## src/rtl/i2c_rd_pkg.sv

```systemverilog
package i2c_rd_pkg;

    typedef enum logic [2:0] {
        ST_IDLE,
        ST_DEV,
        ST_AHI,
        ST_ALO,
        ST_WDAT,
        ST_ACK,
        ST_RD,
        ST_RACK
    } rd_state_e;

    localparam logic [3:0] FAMILY_CODE = 4'b1010;

    function automatic logic sel_match(input logic [7:0] sel, input logic [2:0] strap);
        return (sel[7:4] == FAMILY_CODE) && (sel[3:1] == strap);
    endfunction

    function automatic logic is_rx_state(input rd_state_e st);
        return (st == ST_DEV) || (st == ST_AHI) || (st == ST_ALO) || (st == ST_WDAT);
    endfunction

endpackage

```

## src/rtl/i2c_line_sync.sv

```systemverilog
module i2c_line_sync #(
    parameter int STAGES = 2
) (
    input  logic clk,
    input  logic rst_n,
    input  logic line_i,
    output logic line_o,
    output logic prev_o,
    output logic rise_o,
    output logic fall_o
);
    localparam int DEPTH = STAGES + 1;

    logic [DEPTH-1:0] sh_d, sh_q;

    always_comb begin
        sh_d = {sh_q[DEPTH-2:0], line_i};
    end

    always_ff @(posedge clk or negedge rst_n) begin
        if (!rst_n) sh_q <= '1;
        else        sh_q <= sh_d;
    end

    assign line_o = sh_q[STAGES-1];
    assign prev_o = sh_q[STAGES];
    assign rise_o = line_o & ~prev_o;
    assign fall_o = ~line_o & prev_o;
endmodule

```

## src/rtl/i2c_bus_cond.sv

```systemverilog
module i2c_bus_cond (
    input  logic scl,
    input  logic scl_prev,
    input  logic sda,
    input  logic sda_prev,
    output logic start_o,
    output logic stop_o
);
    logic scl_held_high;

    always_comb begin
        scl_held_high = scl & scl_prev;
        start_o = scl_held_high & sda_prev & ~sda;
        stop_o  = scl_held_high & ~sda_prev & sda;
    end
endmodule

```

## src/rtl/i2c_rd_ctrl.sv

```systemverilog
module i2c_rd_ctrl
    import i2c_rd_pkg::*;
#(
    parameter int ADDR_W = 13
) (
    input  logic              clk,
    input  logic              rst_n,
    input  logic              scl_rise,
    input  logic              scl_fall,
    input  logic              sda,
    input  logic              start_det,
    input  logic              stop_det,
    input  logic [2:0]        strap,
    input  logic [7:0]        mem_rdata,
    output logic [ADDR_W-1:0] mem_addr,
    output logic              sda_oe,
    output logic              byte_load
);
    localparam int HI_W = ADDR_W - 8;
    localparam logic [3:0] BITS_PER_BYTE = 4'd8;

    typedef struct packed {
        rd_state_e         st;
        rd_state_e         ack_nxt;
        logic [3:0]        bitcnt;
        logic [7:0]        sh;
        logic              oe;
        logic [HI_W-1:0]   hi;
        logic [ADDR_W-1:0] ptr;
    } regs_t;

    localparam regs_t REGS_RST = '{
        st:      ST_IDLE,
        ack_nxt: ST_IDLE,
        bitcnt:  4'd0,
        sh:      8'd0,
        oe:      1'b0,
        hi:      '0,
        ptr:     '0
    };

    regs_t q, d;
    logic  load_d;

    always_comb begin
        d      = q;
        load_d = 1'b0;
        if (stop_det) begin
            d.st     = ST_IDLE;
            d.oe     = 1'b0;
            d.bitcnt = 4'd0;
        end else if (start_det) begin
            d.st     = ST_DEV;
            d.oe     = 1'b0;
            d.bitcnt = 4'd0;
        end else begin
            case (q.st)
                ST_IDLE: begin
                    d.oe = 1'b0;
                end
                ST_DEV, ST_AHI, ST_ALO, ST_WDAT: begin
                    if (scl_rise && q.bitcnt != BITS_PER_BYTE) begin
                        d.sh     = {q.sh[6:0], sda};
                        d.bitcnt = q.bitcnt + 4'd1;
                    end else if (scl_fall && q.bitcnt == BITS_PER_BYTE) begin
                        d.bitcnt = 4'd0;
                        d.oe     = 1'b1;
                        d.st     = ST_ACK;
                        case (q.st)
                            ST_DEV: begin
                                if (sel_match(q.sh, strap)) begin
                                    d.ack_nxt = q.sh[0] ? ST_RD : ST_AHI;
                                end else begin
                                    d.oe = 1'b0;
                                    d.st = ST_IDLE;
                                end
                            end
                            ST_AHI: begin
                                d.hi      = q.sh[HI_W-1:0];
                                d.ack_nxt = ST_ALO;
                            end
                            ST_ALO: begin
                                d.ptr     = {q.hi, q.sh};
                                d.ack_nxt = ST_WDAT;
                            end
                            default: begin
                                d.ack_nxt = ST_WDAT;
                            end
                        endcase
                    end
                end
                ST_ACK: begin
                    if (scl_fall) begin
                        d.oe     = 1'b0;
                        d.bitcnt = 4'd0;
                        if (q.ack_nxt == ST_RD) begin
                            d.sh   = mem_rdata;
                            d.oe   = ~mem_rdata[7];
                            d.ptr  = q.ptr + ADDR_W'(1);
                            d.st   = ST_RD;
                            load_d = 1'b1;
                        end else begin
                            d.st = q.ack_nxt;
                        end
                    end
                end
                ST_RD: begin
                    if (scl_rise) begin
                        d.bitcnt = q.bitcnt + 4'd1;
                    end else if (scl_fall) begin
                        if (q.bitcnt == BITS_PER_BYTE) begin
                            d.oe     = 1'b0;
                            d.bitcnt = 4'd0;
                            d.st     = ST_RACK;
                        end else begin
                            d.sh = {q.sh[6:0], 1'b0};
                            d.oe = ~q.sh[6];
                        end
                    end
                end
                ST_RACK: begin
                    if (scl_rise && sda) begin
                        d.oe = 1'b0;
                        d.st = ST_IDLE;
                    end else if (scl_fall) begin
                        d.sh     = mem_rdata;
                        d.oe     = ~mem_rdata[7];
                        d.ptr    = q.ptr + ADDR_W'(1);
                        d.bitcnt = 4'd0;
                        d.st     = ST_RD;
                        load_d   = 1'b1;
                    end
                end
                default: begin
                    d = REGS_RST;
                end
            endcase
        end
    end

    always_ff @(posedge clk or negedge rst_n) begin
        if (!rst_n) q <= REGS_RST;
        else        q <= d;
    end

    assign mem_addr  = q.ptr;
    assign sda_oe    = q.oe;
    assign byte_load = load_d;
endmodule

```

## src/rtl/i2c_mem_reader.sv

```systemverilog
module i2c_mem_reader #(
    parameter int ADDR_W      = 13,
    parameter int SYNC_STAGES = 2
) (
    input  logic              clk,
    input  logic              rst_n,
    input  logic              scl_i,
    input  logic              sda_i,
    output logic              sda_oe_o,
    input  logic [2:0]        strap_i,
    input  logic              lock_i,
    output logic [ADDR_W-1:0] mem_addr_o,
    input  logic [7:0]        mem_data_i
);
    logic scl_s, scl_p, scl_rise, scl_fall;
    logic sda_s, sda_p, sda_rise_unused, sda_fall_unused;
    logic start_det, stop_det, byte_load;
    logic unused_lock;

    assign unused_lock = lock_i;

    i2c_line_sync #(.STAGES(SYNC_STAGES)) u_scl_sync (
        .clk(clk), .rst_n(rst_n), .line_i(scl_i),
        .line_o(scl_s), .prev_o(scl_p), .rise_o(scl_rise), .fall_o(scl_fall)
    );

    i2c_line_sync #(.STAGES(SYNC_STAGES)) u_sda_sync (
        .clk(clk), .rst_n(rst_n), .line_i(sda_i),
        .line_o(sda_s), .prev_o(sda_p), .rise_o(sda_rise_unused), .fall_o(sda_fall_unused)
    );

    i2c_bus_cond u_cond (
        .scl(scl_s), .scl_prev(scl_p), .sda(sda_s), .sda_prev(sda_p),
        .start_o(start_det), .stop_o(stop_det)
    );

    i2c_rd_ctrl #(.ADDR_W(ADDR_W)) u_ctrl (
        .clk(clk), .rst_n(rst_n),
        .scl_rise(scl_rise), .scl_fall(scl_fall), .sda(sda_s),
        .start_det(start_det), .stop_det(stop_det),
        .strap(strap_i), .mem_rdata(mem_data_i),
        .mem_addr(mem_addr_o), .sda_oe(sda_oe_o), .byte_load(byte_load)
    );
endmodule

```

## config.mk

```make
export PLATFORM = sky130hd
export DESIGN_NAME = i2c_mem_reader
export DESIGN_NICKNAME = d
export VERILOG_FILES = /design/src/rtl/i2c_rd_pkg.sv /design/src/rtl/i2c_line_sync.sv /design/src/rtl/i2c_bus_cond.sv /design/src/rtl/i2c_rd_ctrl.sv /design/src/rtl/i2c_mem_reader.sv
export SDC_FILE = /design/constraint.sdc
export NUM_CORES = 1
export LEC_CHECK = 0
export ABC_CLOCK_PERIOD_IN_PS = 1900
export CAP_MARGIN = 25
export CORE_MARGIN = 4
export CORE_UTILIZATION = 51
export CTS_BUF_LIST = sky130_fd_sc_hd__clkbuf_4 sky130_fd_sc_hd__clkbuf_8 sky130_fd_sc_hd__clkbuf_16
export CTS_CLUSTER_SIZE = 10
export DETAILED_ROUTE_END_ITERATION = 8
export GPL_ROUTABILITY_DRIVEN = 0
export PLACE_DENSITY = 0.87
export SLEW_MARGIN = 40
export SYNTH_ARGS = -nofsm -noshare
export SYNTH_HDL_FRONTEND = slang
export SYNTH_SLANG_ARGS = --single-unit
```

## constraint.sdc

```tcl
create_clock -name clk -period 1.9 [get_ports clk]
set_input_delay 0.285 -clock clk [delete_from_list [all_inputs] [get_ports clk]]
set_output_delay 0.285 -clock clk [all_outputs]
set_load 0.05 [all_outputs]
```

==> results.yml, run 1 <==
synth:
  yosysTopAreaCellShare_pct: 34.9
  synthCells: 282
  synthFlopType: "dfrtp_1"
  synth_most_common_cell: "dfrtp_1"
  synth_seq_cells: 43
  synth.net_count: 301
  yosysSeqAreaShare_pct: 40.8
  synth_common_cells: "37 x dfrtp_1, 24 x nand2_1, 20 x a21oi_1, 19 x nand3_1, 16 x buf_4"
  syn_area_per_cell_um2: 9.42
  yosys-top-cells-area: "dfrtp_1 35%, dfstp_2 5.9%, mux2_2 5.9%"
  synth_area_mm2: 0.00266
  yosys_warnings: 0
  ys_types: 61
  synth_top_cell_by_area: "dfrtp_1"
  synth_edf_count: 0
  async_flop_share_pct: 100
place:
  post-dp-hpwl_um: 4300
  pre_cts_slack_ps: -135
  placed_cells: 386
  placed_cell_area_mm2: 0.00312
  port_buffers: 28
layout:
  multi_input_area_mm2: 0.00143
  drive_gt1_share_pct: 30.4
  design_area_mm2: 0.00334
  num-nets-final: 350
  num_antenna_cells: 0
  nFillCells: 406
  utilization_pct: 65.9
  stdcell_count: 402
  area_delta_synth_final_pct: 25.8
  area.sequential_mm2: 0.00108
floorplan:
  die_w_um: 80.2
  fp.coreArea_mm2: 0.00507
  rows: 26
  start_util_pct: 52.3
  io_pins: 30
  die-area_mm2: 0.00643
  die_h_um: 80.2
routing:
  drt_iter0_drc: 194
  vias: 2394
  wl_per_cell_um: 16.2
  vias_per_cell: 5.96
  postRouteAntennaNets: 0
  firstDrtPassIters: 5
  drt-total-wl_um: 6530
  drc: 0
run:
  drv_cap: 0
min_path:
  hold_class: "reg2reg"
global_routing:
  grt_max_degree: 44
  grt_pass1_vias: 2231
  antenna_found_initial: 0
  track_usage_pct: 20.2
  grt_pass1_wl_um: 10400
  grt_overflow: 0
timing:
  fin_ws_ps: 29.8
  skew_ps: 11.9
  setup_violations: 0
  rsz0062_at_grt: "yes"
  fmax_ghz: 0.535
  slew_headroom_pct: 66.3
  period_share_pct: 98.4
  period_needed_ps: 1870
  hold_violations: 0
  maxSlewViolCount: 0
  worst_slew_pin_slew_ps: 504
worst_setup_path:
  startpoint_type: "register"
  worstSetupPathType: "reg2reg"
  cp.arrival_ps: 2050
  endpoint_kind: "register"
  cp_max_fo: 5
  crit_required_ps: 2080
power:
  powerDensity_mw_per_mm2: 1060
  power.share.clock_pct: 16.9
  switching_share_pct: 41.4
  intPower_mw: 2.07
  p_total_mw: 3.53
  switchingPower_mw: 1.46
  pwr-share-comb_pct: 40.7
  vdd_drop_max_mv: 0.725
  leakage_nw: 1.38
  pwr-share-seq_pct: 42.4
cts:
  htree_levels: 2
  cts_tree: "yes"
  cts_sinks: 43
  numCtsBuffers: 5
  cts.path.max_buffers: 2
  cts.clk_slew.worst_paths_ps: 80
  cts_root_buf: "clkbuf_8"
  clk_latency_ps: 300
status:
  run_status: "completed"
-- repair_timing --
| action | 4_1_cts | 5_1_grt |
|---|---|---|
| hold buffers | 1 | 0 |
| gates resized for setup | 3 | 21 |
| pin swaps | 0 | 3 |
| gates cloned | 1 | 0 |
| hold endpoints to repair | 37 | 0 |
| buffers inserted | 1 | 5 |
| setup endpoints to repair | 31 | 33 |
-- state kept, by name, summed over array words and instances, names as in the netlist --
| signal | count |
|---|---|
| u_ctrl.q | 23 |
| u_sda_sync.sh_q | 3 |
| u_scl_sync.sh_q | 3 |
| u_ctrl.sda_oe | 1 |
| u_ctrl.mem_addr | 13 |
-- final cells by class --
type / instances / area share (%)
Clock inverter: 2 / 0.374
Timing Repair Buffer: 68 / 18.5
Multi-Input combinational cell: 204 / 42.7
Inverter: 9 / 1.01
Tap cell: 70 / 2.62
Sequential cell: 43 / 32.5
Clock buffer: 6 / 2.28
-- cell usage in the layout, fill, tap and decap left out, types with 3 or more instances in the layout --
| cell type | netlist | routed |
|---|---|---|
| clkdlybuf4s50_1 | 0 | 21 |
| inv_1 | 9 | 9 |
| a22o_1 | 9 | 9 |
| o21ai_1 | 1 | 3 |
| nand2_1 | 24 | 23 |
| xnor2_1 | 3 | 3 |
| buf_12 | 0 | 3 |
| nand3_1 | 19 | 19 |
| nand4_1 | 4 | 4 |
| o211ai_1 | 3 | 3 |
| nor2_1 | 15 | 14 |
| a21oi_2 | 5 | 5 |
| or3_1 | 3 | 3 |
| dfstp_2 | 6 | 6 |
| clkbuf_8 | 0 | 5 |
| a21oi_1 | 20 | 20 |
| mux2_2 | 14 | 14 |
| and3b_1 | 4 | 3 |
| o21ai_0 | 14 | 11 |
| a31oi_1 | 13 | 12 |
| dfrtp_1 | 37 | 36 |
| buf_4 | 16 | 37 |
-- power by group through the flow --
stage	Combinational (mW)	Clock (mW)	Sequential, mW
after floorplan	1.14	0	1.39
after detailed placement	1.39	0	1.50
final	1.44	0.598	1.50
after global placement	1.36	0	1.48
after global routing	1.54	0.645	1.53
after CTS	1.40	0.601	1.49
-- cells by family after synthesis --
logic type / synth area share, %
AND/OR/NAND/NOR: 19.0
multiplexers: 6.69
XOR/XNOR: 1.32
AO/OA/AOI/OAI: 22.7
adder cells (fa/ha/maj): 1.41
flip-flops: 40.8
buffers and inverters: 8.10
-- path summary, 6_finish.rpt --
kind                                         start                 end  slack (ps)  cells past startpoint
worst max register to register        u_ctrl.q[27]       u_ctrl.sda_oe          30                      9
min in group asynchronous                    rst_n  u_ctrl.mem_addr[5]         460                      3
worst min-delay path            u_sda_sync.sh_q[0]  u_sda_sync.sh_q[1]         360                      0
max in group asynchronous                    rst_n  u_sda_sync.sh_q[2]        1140                      3
worst min register to register  u_sda_sync.sh_q[0]  u_sda_sync.sh_q[1]         360                      0
worst max-delay path                  u_ctrl.q[27]       u_ctrl.sda_oe          30                      9
-- metrics by stage --
stage / TNS [ps] / hold slack, ps
6_report: 0 / 359
3_3_place_gp: -548 / 277
2_1_floorplan: 0 / -10.6
5_1_grt: -408 / 366
3_5_place_dp: -1540 / 281
4_1_cts: 0 / 360
-- worst max-delay path, cell delays in order (launching register included) --
cell and delay (ps):
dfrtp_1 350, inv_1 50, ha_2 190, and3b_2 260
buf_4 160, o211ai_1 130, o21ai_2 110, buf_4 160
nor3_2 220, o22ai_1 110
-- layer usage --
metal	track usage (%)	part of all wire (%)	up-vias
met5	0	0	-
met4	7.09	3.5	0
met3	3.36	5.8	20
met2	33.0	48	103
met1	27.1	42	1143
li1	-	-	1128
Note: power is estimated with default switching activity, not from simulation.
==> run 2: changes to the inputs <==
--- a/config.mk
+++ b/config.mk
@@ -6,7 +6,6 @@
 export NUM_CORES = 1
 export LEC_CHECK = 0
 export ABC_CLOCK_PERIOD_IN_PS = 1900
-export CAP_MARGIN = 25
 export CORE_MARGIN = 4
 export CORE_UTILIZATION = 51
 export CTS_BUF_LIST = sky130_fd_sc_hd__clkbuf_4 sky130_fd_sc_hd__clkbuf_8 sky130_fd_sc_hd__clkbuf_16
@@ -17,4 +16,5 @@
 export SLEW_MARGIN = 40
 export SYNTH_ARGS = -nofsm -noshare
 export SYNTH_HDL_FRONTEND = slang
+export SYNTH_HIERARCHICAL = 1
 export SYNTH_SLANG_ARGS = --single-unit
==> results.yml, run 2 <==
status:
  run_status: "finished with violations"
  violations: "setup timing"
timing:
  period_share_pct: 107
  tns_ps: -1620
  worst_slew_pin_slew_ps: 526
  fin_ws_ps: -135
  slew_headroom_pct: 64.9
  rsz0062_at_grt: "yes"
  skew_ps: 5.05
  setup_violations: 21
  maxSlewViolCount: 0
  fmax_ghz: 0.491
  hold_violations: 0
  period_needed_ps: 2030
  hold_ws_ps: 358
routing:
  drt_iter0_drc: 215
  wl_per_cell_um: 18.5
  vias_per_cell: 6.34
  drc: 0
  postRouteAntennaNets: 0
  firstDrtPassIters: 5
  vias: 2581
  drt-total-wl_um: 7530
cts:
  cts.path.max_buffers: 2
  htree_levels: 2
  cts_root_buf: "clkbuf_8"
  cts_tree: "yes"
  clk_latency_ps: 300
  cts_sinks: 43
  cts.clk_slew.worst_paths_ps: 80
  numCtsBuffers: 5
layout:
  layout_common_cells: "41 x buf_4, 36 x dfrtp_1, 23 x clkdlybuf4s50_1, 23 x nand2_1, 21 x a21oi_1"
  area_delta_synth_final_pct: 33.5
  largest_register: "u_ctrl/q"
  largest_register_ff_count: 23
  nFillCells: 376
  num-nets-final: 355
  drive_gt1_share_pct: 37.1
  final_common_cell: "buf_4"
  num_antenna_cells: 0
  design_area_mm2: 0.00361
floorplan:
  rows: 26
  die-area_mm2: 0.00654
  die_w_um: 80.9
  die_h_um: 80.9
  fp.coreArea_mm2: 0.00514
  start_util_pct: 52.7
  io_pins: 30
worst_setup_path:
  startpoint_type: "register"
  crit_required_ps: 2120
  worstSetupPathType: "reg2reg"
  r2r_slack_ps: -130
  cpMaxStageDelayCell: "dfstp_2"
  reg2reg_depth: 6
  crit_path_cell_trace: "and2b_2 -> and4b_1 -> a32o_2 -> a21bo_4 -> or3_4 -> o211ai_2"
  r2r-start: "u_scl_sync/sh_q[2]"
  critPathMaxStageDelay_ps: 570
  cp_max_fo: 6
  endpoint_kind: "register"
  worst_r2r_endpoint: "u_ctrl/mem_addr[0]"
  cp.arrival_ps: 2260
run:
  drv_cap: 0
min_path:
  hold_depth: 0
  hold_class: "reg2reg"
  hold_start: "u_scl_sync/sh_q[0]"
  holdPathEnd: "u_scl_sync/sh_q[1]"
synth:
  synthCells: 277
  synth_area_mm2: 0.00271
  synth.net_count: 296
  syn_area_per_cell_um2: 9.77
  yosys_warnings: 6
global_routing:
  grt_overflow: 0
  grt_pass1_wl_um: 11300
  antenna_found_initial: 0
  grt_max_degree: 23
  grt_pass1_vias: 2376
  track_usage_pct: 22.2
power:
  leakage_nw: 1.64
  pwr-share-comb_pct: 41.7
  power.share.clock_pct: 17.6
  pwr-share-seq_pct: 40.7
  p_total_mw: 3.37
  switching_share_pct: 38.9
  intPower_mw: 2.06
  switchingPower_mw: 1.31
  powerDensity_mw_per_mm2: 931
  vdd_drop_max_mv: 0.683
place:
  placed_cell_area_mm2: 0.00319
  pre_cts_slack_ps: -103
  port_buffers: 28
  post-dp-hpwl_um: 4790
run 2: cell count changes in the layout (fill, tap and decap cells not counted), moves of 4 or more:
cell | previous run | this run
a21oi_2 | 5 | 10
a31oi_1 | 12 | 7
and4b_1 | 0 | 4
buf_4 | 37 | 41
mux2_2 | 14 | 2
mux2_4 | 0 | 14
nand3_1 | 19 | 9
nor2_1 | 14 | 9
run 2: final cells by class:
cell class,instances,area (um^2),share of cell area [%]
well taps,70,87.6,2.42
inverters,8,30.0,0.831
clock buffers,6,76.3,2.11
clock inverters,2,12.5,0.346
multi-input cells,200,1600,44.4
repair buffers,78,719,19.9
flip-flops and latches,43,1080,30.0
run 2: timing repair:
| item | in CTS | in global routing |
|---|---|---|
| endpoints found under the setup margin | 24 | 41 |
| hold endpoints to repair | 15 | 0 |
| gates resized for setup | 11 | 43 |
| buffers inserted | 5 | 9 |
| hold buffers | 1 | 0 |
| pin swaps | 3 | 10 |
| gates cloned | 1 | 0 |
run 2: worst max-delay path: cells and delay by family, from the launching register on:
kind / cells / cell delay (ps)
flip-flops: 1 / 570
AND/OR/NAND/NOR: 3 / 820
AO/OA/AOI/OAI: 3 / 560
run 2: power groups by stage:
stage / Clock, mW / Combinational, mW / Sequential, mW
2_1_floorplan: 0 / 0.959 / 1.31
3_3_place_gp: 0 / 1.28 / 1.34
3_5_place_dp: 0 / 1.31 / 1.36
4_1_cts: 0.601 / 1.34 / 1.35
5_1_grt: 0.642 / 1.50 / 1.40
6_report: 0.592 / 1.40 / 1.37
run 2: worst max path at each step:
stage	startpoint	end	cells after the start
after floorplan	u_sda_sync/sh_q[1]	u_ctrl/q[19]	6
after global placement	u_scl_sync/sh_q[1]	u_ctrl/q[21]	7
after detailed placement	u_scl_sync/sh_q[1]	u_ctrl/sda_oe	7
after CTS	u_scl_sync/sh_q[1]	u_ctrl/sda_oe	7
after global routing	u_scl_sync/sh_q[2]	u_ctrl/mem_addr[0]	6
final	u_scl_sync/sh_q[2]	u_ctrl/mem_addr[0]	6
run 2: metal layers:
layer | share of wire, % | wire (um) | track usage [%] | up-vias
li1 | - | - | - | 1141
met2 | 49 | 3670 | 36.4 | 158
met4 | 3.4 | 255 | 9.63 | 0
met3 | 7.0 | 529 | 4.88 | 38
met1 | 41 | 3080 | 28.2 | 1244
met5 | 0 | 0 | 0 | -
run 2: per-stage QoR:
step,util (%),cells
floorplan,-,277
global placement,62.1,385
detailed placement,62.1,385
CTS,66.0,400
global route,70.3,407
finish,70.3,407
==> run 3: changes to the inputs <==
--- a/config.mk
+++ b/config.mk
@@ -9,6 +9,7 @@
 export CORE_MARGIN = 4
 export CORE_UTILIZATION = 51
 export CTS_BUF_LIST = sky130_fd_sc_hd__clkbuf_4 sky130_fd_sc_hd__clkbuf_8 sky130_fd_sc_hd__clkbuf_16
+export CTS_CLUSTER_DIAMETER = 150
 export CTS_CLUSTER_SIZE = 10
 export DETAILED_ROUTE_END_ITERATION = 8
 export GPL_ROUTABILITY_DRIVEN = 0
==> results of run 3 <==
The final DEF is identical to that of run 2; final timing and power are the same.
